[config.mk]
export PLATFORM = sky130hd
export DESIGN_NAME = cmt_timer
export DESIGN_NICKNAME = d
export VERILOG_FILES = /design/src/rtl/cmt_pkg.sv /design/src/rtl/cmt_prescaler.sv /design/src/rtl/cmt_cnt_sync.sv /design/src/rtl/cmt_channel.sv /design/src/rtl/cmt_timer.sv
export SDC_FILE = /design/constraint.sdc
export NUM_CORES = 1
export LEC_CHECK = 0
export BUFFER_PORTS_ARGS = -buffer_cell sky130_fd_sc_hd__buf_2
export CORE_MARGIN = 2
export CORE_UTILIZATION = 25
export CTS_CLUSTER_DIAMETER = 120
export DETAILED_ROUTE_END_ITERATION = 7
export MAX_ROUTING_LAYER = met4
export REMOVE_ABC_BUFFERS = 1
export SLEW_MARGIN = 10
export SYNTH_ARGS = -nofsm -noshare
export SYNTH_HDL_FRONTEND = slang
export SYNTH_SLANG_ARGS = --single-unit
[constraint.sdc]
create_clock -name clk -period 3.1 [get_ports clk]
set_input_delay 0.62 -clock clk [delete_from_list [all_inputs] [get_ports clk]]
set_output_delay 0.62 -clock clk [all_outputs]
set_load 0.05 [all_outputs]
[src/rtl/cmt_pkg.sv]
// Shared constants and helpers for the compare-match timer.
// Assumes control registers are 16 bits wide in every counter width.
package cmt_pkg;

    localparam int CTL_W    = 16;
    localparam int PRE_BASE = 3;   // log2 of the smallest prescale
    localparam int PRE_STEP = 2;   // log2 step between prescale choices
    localparam int PRE_W    = PRE_BASE + 3 * PRE_STEP;

    typedef enum logic [1:0] {
        REG_CTL = 2'd0,
        REG_CNT = 2'd1,
        REG_CMP = 2'd2,
        REG_NONE = 2'd3
    } reg_sel_e;

    // Low-bit mask whose all-ones state marks the last pulse of a prescale period.
    function automatic logic [PRE_W-1:0] pre_mask(input logic [1:0] cks);
        logic [PRE_W-1:0] m;
        m = '0;
        for (int i = 0; i < PRE_W; i++) begin
            m[i] = (i < PRE_BASE + PRE_STEP * int'(cks));
        end
        return m;
    endfunction

endpackage

[src/rtl/cmt_prescaler.sv]
// Divides slow-clock pulses into count ticks for one channel.
// Assumes slow_tick is a single-cycle pulse; holds its state while run is low.
module cmt_prescaler import cmt_pkg::*; (
    input  logic       clk,
    input  logic       rst_n,
    input  logic       run,
    input  logic       slow_tick,
    input  logic [1:0] cks,
    output logic       tick
);

    logic [PRE_W-1:0] pre_q;
    logic [PRE_W-1:0] mask;

    assign mask = pre_mask(cks);
    assign tick = run && slow_tick && ((pre_q & mask) == mask);

    // Advance the divider on each slow pulse while running.
    always_ff @(posedge clk) begin
        if (!rst_n) begin
            pre_q <= '0;
        end else if (run && slow_tick) begin
            pre_q <= pre_q + 1'b1;
        end
    end

endmodule

[src/rtl/cmt_cnt_sync.sv]
// Holds a counter write until SYNC_N slow-clock pulses have passed.
// Assumes a new write restarts the delay; a pulse in the write cycle is not counted.
module cmt_cnt_sync #(
    parameter int W      = 32,
    parameter int SYNC_N = 2
) (
    input  logic         clk,
    input  logic         rst_n,
    input  logic         wr,
    input  logic [W-1:0] wdata,
    input  logic         slow_tick,
    output logic         load,
    output logic [W-1:0] load_val
);

    localparam int SG_W = (SYNC_N > 2) ? $clog2(SYNC_N) : 1;
    localparam logic [SG_W-1:0] LAST = SG_W'(SYNC_N - 1);

    logic            pend_q;
    logic [SG_W-1:0] stage_q;
    logic [W-1:0]    val_q;

    assign load     = pend_q && slow_tick && !wr && (stage_q == LAST);
    assign load_val = val_q;

    // Capture a write and count slow pulses until it may be applied.
    always_ff @(posedge clk) begin
        if (!rst_n) begin
            pend_q  <= 1'b0;
            stage_q <= '0;
            val_q   <= '0;
        end else if (wr) begin
            pend_q  <= 1'b1;
            stage_q <= '0;
            val_q   <= wdata;
        end else if (pend_q && slow_tick) begin
            if (stage_q == LAST) begin
                pend_q <= 1'b0;
            end else begin
                stage_q <= stage_q + 1'b1;
            end
        end
    end

endmodule

[src/rtl/cmt_channel.sv]
// One timer channel: control/status, counter and compare with match and wrap flags.
// Assumes CNT_W >= 16; widths above 16 use the wide control layout.
module cmt_channel import cmt_pkg::*; #(
    parameter int CNT_W  = 32,
    parameter int SYNC_N = 2
) (
    input  logic             clk,
    input  logic             rst_n,
    input  logic             run,
    input  logic             slow_tick,
    input  logic             ctl_wr,
    input  logic             cnt_wr,
    input  logic             cmp_wr,
    input  logic [CNT_W-1:0] wdata,
    output logic [CTL_W-1:0] ctl_rd,
    output logic [CNT_W-1:0] cnt_o,
    output logic [CNT_W-1:0] cmp_o,
    output logic             flag_o,
    output logic             load_o,
    output logic             irq_o
);

    localparam bit WIDE     = (CNT_W > 16);
    localparam int FLAG_BIT = WIDE ? 15 : 7;
    localparam int OVF_BIT  = 14;
    localparam int IE_BIT   = WIDE ? 5 : 6;
    localparam logic [CTL_W-1:0] STAT_MASK = WIDE ? 16'hC000 : 16'h0080;

    logic [CTL_W-1:0] ctl_q;
    logic [CNT_W-1:0] cnt_q;
    logic [CNT_W-1:0] cmp_q;
    logic             mflag_q;
    logic             oflag;
    logic             tick;
    logic             at_cmp;
    logic             match_hit;
    logic             load;
    logic [CNT_W-1:0] load_val;

    cmt_prescaler u_pre (
        .clk       (clk),
        .rst_n     (rst_n),
        .run       (run),
        .slow_tick (slow_tick),
        .cks       (ctl_q[1:0]),
        .tick      (tick)
    );

    cmt_cnt_sync #(.W(CNT_W), .SYNC_N(SYNC_N)) u_sync (
        .clk       (clk),
        .rst_n     (rst_n),
        .wr        (cnt_wr),
        .wdata     (wdata),
        .slow_tick (slow_tick),
        .load      (load),
        .load_val  (load_val)
    );

    assign at_cmp    = (cnt_q == cmp_q);
    assign match_hit = tick && at_cmp;

    // Control bits other than the status flags.
    always_ff @(posedge clk) begin
        if (!rst_n) begin
            ctl_q <= '0;
        end else if (ctl_wr) begin
            ctl_q <= wdata[CTL_W-1:0] & ~STAT_MASK;
        end
    end

    // Match flag: set by a match, cleared by writing 0; the match wins a tie.
    always_ff @(posedge clk) begin
        if (!rst_n) begin
            mflag_q <= 1'b0;
        end else if (match_hit) begin
            mflag_q <= 1'b1;
        end else if (ctl_wr) begin
            mflag_q <= mflag_q & wdata[FLAG_BIT];
        end
    end

    generate
        if (WIDE) begin : g_wrap_flag
            logic oflag_q;
            logic ovf_hit;
            assign ovf_hit = tick && !at_cmp && (&cnt_q);
            // Wrap flag: set when the counter rolls over without a match.
            always_ff @(posedge clk) begin
                if (!rst_n) begin
                    oflag_q <= 1'b0;
                end else if (ovf_hit) begin
                    oflag_q <= 1'b1;
                end else if (ctl_wr) begin
                    oflag_q <= oflag_q & wdata[OVF_BIT];
                end
            end
            assign oflag = oflag_q;
        end else begin : g_no_wrap_flag
            assign oflag = 1'b0;
        end
    endgenerate

    // Counter: delayed load first, otherwise count and return to zero on match.
    always_ff @(posedge clk) begin
        if (!rst_n) begin
            cnt_q <= '0;
        end else if (load) begin
            cnt_q <= load_val;
        end else if (tick) begin
            cnt_q <= at_cmp ? '0 : cnt_q + 1'b1;
        end
    end

    // Compare register, resets to the longest period.
    always_ff @(posedge clk) begin
        if (!rst_n) begin
            cmp_q <= '1;
        end else if (cmp_wr) begin
            cmp_q <= wdata;
        end
    end

    assign ctl_rd = ctl_q | (CTL_W'(mflag_q) << FLAG_BIT) | (CTL_W'(oflag) << OVF_BIT);
    assign cnt_o  = cnt_q;
    assign cmp_o  = cmp_q;
    assign flag_o = mflag_q;
    assign load_o = load;
    assign irq_o  = mflag_q && ctl_q[IE_BIT];

endmodule

[src/rtl/cmt_timer.sv]
// Multi-channel compare-match timer with a shared run register and word-indexed bus.
// Assumes word 0 is the run register and channel k sits at words 4(k+1)..4(k+1)+2.
module cmt_timer import cmt_pkg::*; #(
    parameter int NCH    = 2,
    parameter int CNT_W  = 32,
    parameter int SYNC_N = 2,
    parameter int ADDR_W = $clog2(4 * (NCH + 1))
) (
    input  logic              clk,
    input  logic              rst_n,
    input  logic              slow_tick,
    input  logic              bus_wen,
    input  logic [ADDR_W-1:0] bus_addr,
    input  logic [CNT_W-1:0]  bus_wdata,
    output logic [CNT_W-1:0]  bus_rdata,
    output logic [NCH-1:0]    irq
);

    localparam int BLK_W = ADDR_W - 2;

    logic [BLK_W-1:0] blk;
    reg_sel_e         sel;
    logic             run_wr;
    logic [NCH-1:0]   run_q;
    logic [NCH-1:0]   ctl_wr;
    logic [NCH-1:0]   cnt_wr;
    logic [NCH-1:0]   cmp_wr;
    logic [NCH-1:0]   flag_v;
    logic [NCH-1:0]   load_v;
    logic [NCH-1:0][CTL_W-1:0] ctl_v;
    logic [NCH-1:0][CNT_W-1:0] cnt_v;
    logic [NCH-1:0][CNT_W-1:0] cmp_v;

    assign blk    = bus_addr[ADDR_W-1:2];
    assign sel    = reg_sel_e'(bus_addr[1:0]);
    assign run_wr = bus_wen && (blk == '0) && (sel == REG_CTL);

    // Shared run register, one bit per channel.
    always_ff @(posedge clk) begin
        if (!rst_n) begin
            run_q <= '0;
        end else if (run_wr) begin
            run_q <= bus_wdata[NCH-1:0];
        end
    end

    generate
        for (genvar k = 0; k < NCH; k++) begin : g_ch
            logic hit;
            assign hit       = bus_wen && (blk == BLK_W'(k + 1));
            assign ctl_wr[k] = hit && (sel == REG_CTL);
            assign cnt_wr[k] = hit && (sel == REG_CNT);
            assign cmp_wr[k] = hit && (sel == REG_CMP);

            cmt_channel #(.CNT_W(CNT_W), .SYNC_N(SYNC_N)) u_ch (
                .clk       (clk),
                .rst_n     (rst_n),
                .run       (run_q[k]),
                .slow_tick (slow_tick),
                .ctl_wr    (ctl_wr[k]),
                .cnt_wr    (cnt_wr[k]),
                .cmp_wr    (cmp_wr[k]),
                .wdata     (bus_wdata),
                .ctl_rd    (ctl_v[k]),
                .cnt_o     (cnt_v[k]),
                .cmp_o     (cmp_v[k]),
                .flag_o    (flag_v[k]),
                .load_o    (load_v[k]),
                .irq_o     (irq[k])
            );
        end
    endgenerate

    // Read mux over the run register and every channel's registers.
    always_comb begin
        bus_rdata = '0;
        if ((blk == '0) && (sel == REG_CTL)) begin
            bus_rdata = CNT_W'(run_q);
        end
        for (int k = 0; k < NCH; k++) begin
            if (blk == BLK_W'(k + 1)) begin
                case (sel)
                    REG_CTL: bus_rdata = CNT_W'(ctl_v[k]);
                    REG_CNT: bus_rdata = cnt_v[k];
                    REG_CMP: bus_rdata = cmp_v[k];
                    default: bus_rdata = '0;
                endcase
            end
        end
    end

endmodule

==> results.txt <==
----------------------------------------------------
[Setup path]
  Delay of the slowest critical-path stage ... 0.38 ns
  Setup crit end kind ... primary output
  Crit start category ... primary input
  Crit path from ... bus_addr[1]
  Reg2Reg Capture Point ... g_ch[0].u_ch.cnt_o[29]
  Path depth of the worst reg2reg path ... 6
  Critical path endpoint ... bus_rdata[12]
  Class of the most critical setup path ... in2out
  Critical Path AT ... ~2.4 ns
  Register-to-register path setup slack ... roughly 0.41 ns
  Required time of the worst setup path ... 2.48 ns
  Slowest-stage cell, CP ... sky130_fd_sc_hd__nor2b_4
  Maximum fanout count along the critical path ... 17
  Cells along the critical path ... buf_2, nor2b_4, buf_4, buf_4, a21oi_1, o22ai_1, buf_2
  Crit Reg-Reg Startpoint ... g_ch[0].u_ch.cnt_o[2]

[Logic synthesis]
  Area leader, netlist ... sky130_fd_sc_hd__dfxtp_1
  Primary FF master, synth ... sky130_fd_sc_hd__dfxtp_1
  Number of standard cells after synthesis ... between 1500 and 2000
  Post-synthesis cell type count ... 55
  Synthesized area ... 12680 µm²
  Simple-Gate Fraction of Synth Area ... 0.2649
  Post-synth ARST share ... 0
  Post-synthesis share of cell area spent on full adders, half adders and majority gates ... 0.003948
  Share of the synthesized area in the top cell type ... 0.3917
  Top cells by area in the synthesized netlist ... sky130_fd_sc_hd__dfxtp_1 39%, sky130_fd_sc_hd__nand2_1 12%, sky130_fd_sc_hd__a21oi_1 8.1%
  Number of synthesized flops with an enable pin ... 0
  Complex-gate fraction of the synthesized area ... 0.1979
  Combinational family with the most area after synthesis ... simple AND/OR/NAND/NOR gates
  Parity-gate share of the synthesized area counting xor and xnor cells ... 0.06219
  Share of cell area taken by muxes after synthesis ... 0.02685
  Mapped Avg Cell Area ... 7.319 µm²
  Seq/Total Area, Yosys ... 0.3917
  Count of yosys warnings during synthesis ... 0
  Post-synthesis sequential element count ... roughly 250

[Timing]
  Post-layout worst setup margin ... 0.1270 ns
  Highest attainable clock frequency ... 0.3364 GHz
  Setup repair after global routing missed its margin ... no
  Hold Vio Cnt, Final ... 0
  Relative slew slack ... 0.3064
  Largest clock skew in the final design ... ~0.022 ns
  Count of endpoints failing setup in the final report ... 0
  Final Cycle Share ... 0.9590
  Setup Total Neg Slack ... 0 ns
  Fin. max-slew vios ... 0
  Tightest Pin Transition ... 1.040 ns
  Final period demand of the worst path ... slightly below 3 ns

[Routing]
  Antenna-violating nets left ... 0
  Vias ... between 10000 and 15000
  Total detailed-routing wirelength ... 45910 µm
  Drt pass-1 iters ... 6
  Via-per-instance ratio ... between 5 and 6
  Drt wl/cell ... ~19 µm
  Number of DRC markers after the initial detailed-route iteration ... 1021
  Post-route DRC ... 0

[Run status]
  Outcome ... finished, final reports clean

[Flow run]
  Number of max-cap violations ... 0

[Die]
  Number of ports placed on the die boundary ... 74
  Die Y ... between 200 and 250 µm
  Std cell rows ... 82
  Die X ... between 200 and 250 µm
  Effective utilization at floorplan ... 0.2532
  DIE AREA ... 52520 µm²
  Core area ... 50070 µm²

[Clock tree]
  Number of buffers created by CTS ... 26
  Gates resized, CTS repair ... 0
  Post-CTS setup-driven buffer insertion count ... 0
  Insertion delay of the later-clocked pin in the worst-skew pair ... around 0.56 ns
  Sink count of the clock tree ... 248
  Clock-pin transition on the worst setup and hold timing paths ... 0.06 ns
  Hold Buf Count CTS ... 0
  Clock tree from TritonCTS ... done
  H-Tree Level Count ... 1
  Longest Clk Path Bufs ... 3
  CTS root buffer ... sky130_fd_sc_hd__clkbuf_16

[GRT]
  Vias in the first global route ... 12030
  Global Route Usage Sum ... 0.1730
  Global-route wire length before repair ... 70470 µm
  Maximum number of pins on one net before global-route repair ... 60
  Sum of overflow across all layers after global routing ... 0
  Antenna violations before repair ... 6

[Layout]
  Commonest non-fill, non-tap cells in the layout ... 393 x sky130_fd_sc_hd__nand2_1, 248 x sky130_fd_sc_hd__dfxtp_1, 205 x sky130_fd_sc_hd__a21oi_1, 124 x sky130_fd_sc_hd__nand3_1, 80 x sky130_fd_sc_hd__nor2_1
  Total number of nets in the final design ... between 1500 and 2000
  Most frequent standard cell in the layout excluding fill and tap cells ... sky130_fd_sc_hd__nand2_1
  Area growth from synthesis to layout ... 17.62%
  Fraction of layout instances using a drive strength above 1 ... 0.1224
  Final design instance area without fill ... 14910 µm²

[Pwr]
  Peak supply drop ... 0.3109 mV
  Sequential power share ... 0.453
  Switching power ... 0.001889 W
  Switching share of power ... 0.2578
  Power share of the combinational group ... 0.094
  Static power due to leakage ... 5.370 nW
  Power density relative to cell area ... 491.5 nW/µm²
  Design Power ... between 0.007 and 0.008 W
  Clock share of power ... 0.453
  Design internal power ... 0.005438 W

[Place]
  Worst slack after detailed placement ... 0.1670 ns
  Final weighted congestion in routability-driven placement ... approximately 0.92
  Number of buffers inserted by port buffering ... 73
  Placed cell areas ... 13990 µm²
  Dpl hpwl ... 33120 µm

[Min path]
  Worst min path class ... in2reg

----------------------------------------------------
-- worst min-delay path by stage --
| stage | from | to | slack, ns | cells after the start |
|---|---|---|---|---|
| after floorplan | g_ch[0].u_ch.u_sync.load_val[0] | g_ch[0].u_ch.u_sync.load_val[0] | 0.43 | 2 |
| after global placement | g_ch[0].u_ch.u_sync.load_val[20] | g_ch[0].u_ch.u_sync.load_val[20] | 0.44 | 2 |
| after detailed placement | g_ch[1].u_ch.u_sync.load_val[23] | g_ch[1].u_ch.u_sync.load_val[23] | 0.44 | 2 |
| after CTS | bus_wdata[30] | g_ch[0].u_ch.cmp_o[30] | 0.36 | 3 |
| after global routing | bus_wdata[30] | g_ch[0].u_ch.cmp_o[30] | 0.37 | 3 |
| final | bus_wdata[30] | g_ch[0].u_ch.cmp_o[30] | 0.37 | 3 |
-- routing by layer --
| metal | routed length, µm | up-vias | GRT usage |
|---|---|---|---|
| li1 | - | 6061 | - |
| met1 | 19580 | 6035 | 0.2129 |
| met2 | 21770 | 429 | 0.2853 |
| met3 | 2387 | 109 | 0.01569 |
| met4 | 2173 | 0 | 0.08320 |
| met5 | 0 | - | - |
-- layout make-up --
type                       instances  area, µm²
timing repair buffer             153       1051
antenna                            4      10.01
tap                              672      840.8
clock inverter                     7      92.59
fill                            5466      35160
sequential                       248       4965
multi-input combinational       1312       7084
inverter                          13      51.30
clock buffer                      40      814.5
-- power by group through the flow --
stage / sequential [W] / combinational, W / clock, W
2_1_floorplan: 0.00337 / 0.000363 / 0
3_3_place_gp: 0.00339 / 0.000674 / 0
3_5_place_dp: 0.00339 / 0.000681 / 0
4_1_cts: 0.00332 / 0.000683 / 0.00336
5_1_grt: 0.00332 / 0.000733 / 0.00349
6_report: 0.00332 / 0.000688 / 0.00332
-- sequential cells by signal, indices dropped and copies added (netlist names) --
register / count
g_ch.u_ch.flag_o: 2
g_ch.u_ch.u_sync.stage_q: 2
g_ch.u_ch.cnt_o: 64
g_ch.u_ch.ctl_q: 28
g_ch.u_ch.u_pre.pre_q: 18
run_q: 2
g_ch.u_ch.cmp_o: 64
g_ch.u_ch.u_sync.pend_q: 2
g_ch.u_ch.g_wrap_flag.oflag_q: 2
g_ch.u_ch.u_sync.load_val: 64
-- metrics by stage --
stage / cells / hold slack (ns) / utilization
5_1_grt: 2449 / 0.3729 / 0.2978
6_report: 2449 / 0.3720 / 0.2978
3_5_place_dp: 2398 / 0.4442 / 0.2795
3_3_place_gp: 2398 / 0.4397 / 0.2795
2_1_floorplan: 1573 / 0.4332 / -
4_1_cts: 2445 / 0.3568 / 0.2976
-- worst max-delay path, delay by kind of cell --
kind	cells	cell delay (ns)
simple gates	1	0.38
compound gates	2	0.35
buf+inv	4	0.99
-- cells in the mapped netlist, types with 4 or more instances --
library cell / number
sky130_fd_sc_hd__o22ai_1: 34
sky130_fd_sc_hd__a31oi_1: 27
sky130_fd_sc_hd__nor3_1: 25
sky130_fd_sc_hd__a22oi_1: 32
sky130_fd_sc_hd__or3_1: 11
sky130_fd_sc_hd__o31ai_1: 4
sky130_fd_sc_hd__dfxtp_1: 248
sky130_fd_sc_hd__o21a_1: 9
sky130_fd_sc_hd__nand3_1: 124
sky130_fd_sc_hd__nor2_1: 84
sky130_fd_sc_hd__o21ai_0: 80
sky130_fd_sc_hd__nor2b_1: 5
sky130_fd_sc_hd__xor2_1: 14
sky130_fd_sc_hd__a21o_1: 11
sky130_fd_sc_hd__a221oi_1: 4
sky130_fd_sc_hd__buf_2: 7
sky130_fd_sc_hd__inv_1: 13
sky130_fd_sc_hd__nor4_1: 11
sky130_fd_sc_hd__and3_1: 12
sky130_fd_sc_hd__a211oi_1: 4
sky130_fd_sc_hd__clkbuf_1: 144
sky130_fd_sc_hd__nand4_1: 41
sky130_fd_sc_hd__nand2_1: 393
sky130_fd_sc_hd__ha_1: 4
sky130_fd_sc_hd__a2bb2oi_1: 5
sky130_fd_sc_hd__a21oi_1: 206
sky130_fd_sc_hd__and2_1: 17
sky130_fd_sc_hd__mux2i_1: 34
sky130_fd_sc_hd__or4_1: 8
sky130_fd_sc_hd__xnor2_1: 76
-- kinds of logic after synthesis --
| group | count (synthesis) |
|---|---|
| adder cells (fa/ha/maj) | 4 |
| AO/OA/AOI/OAI | 435 |
| buffers and inverters | 172 |
| XOR/XNOR | 90 |
| AND/OR/NAND/NOR | 749 |
| multiplexers | 34 |
| flip-flops | 248 |
Note: power is estimated with default switching activity, not from simulation.
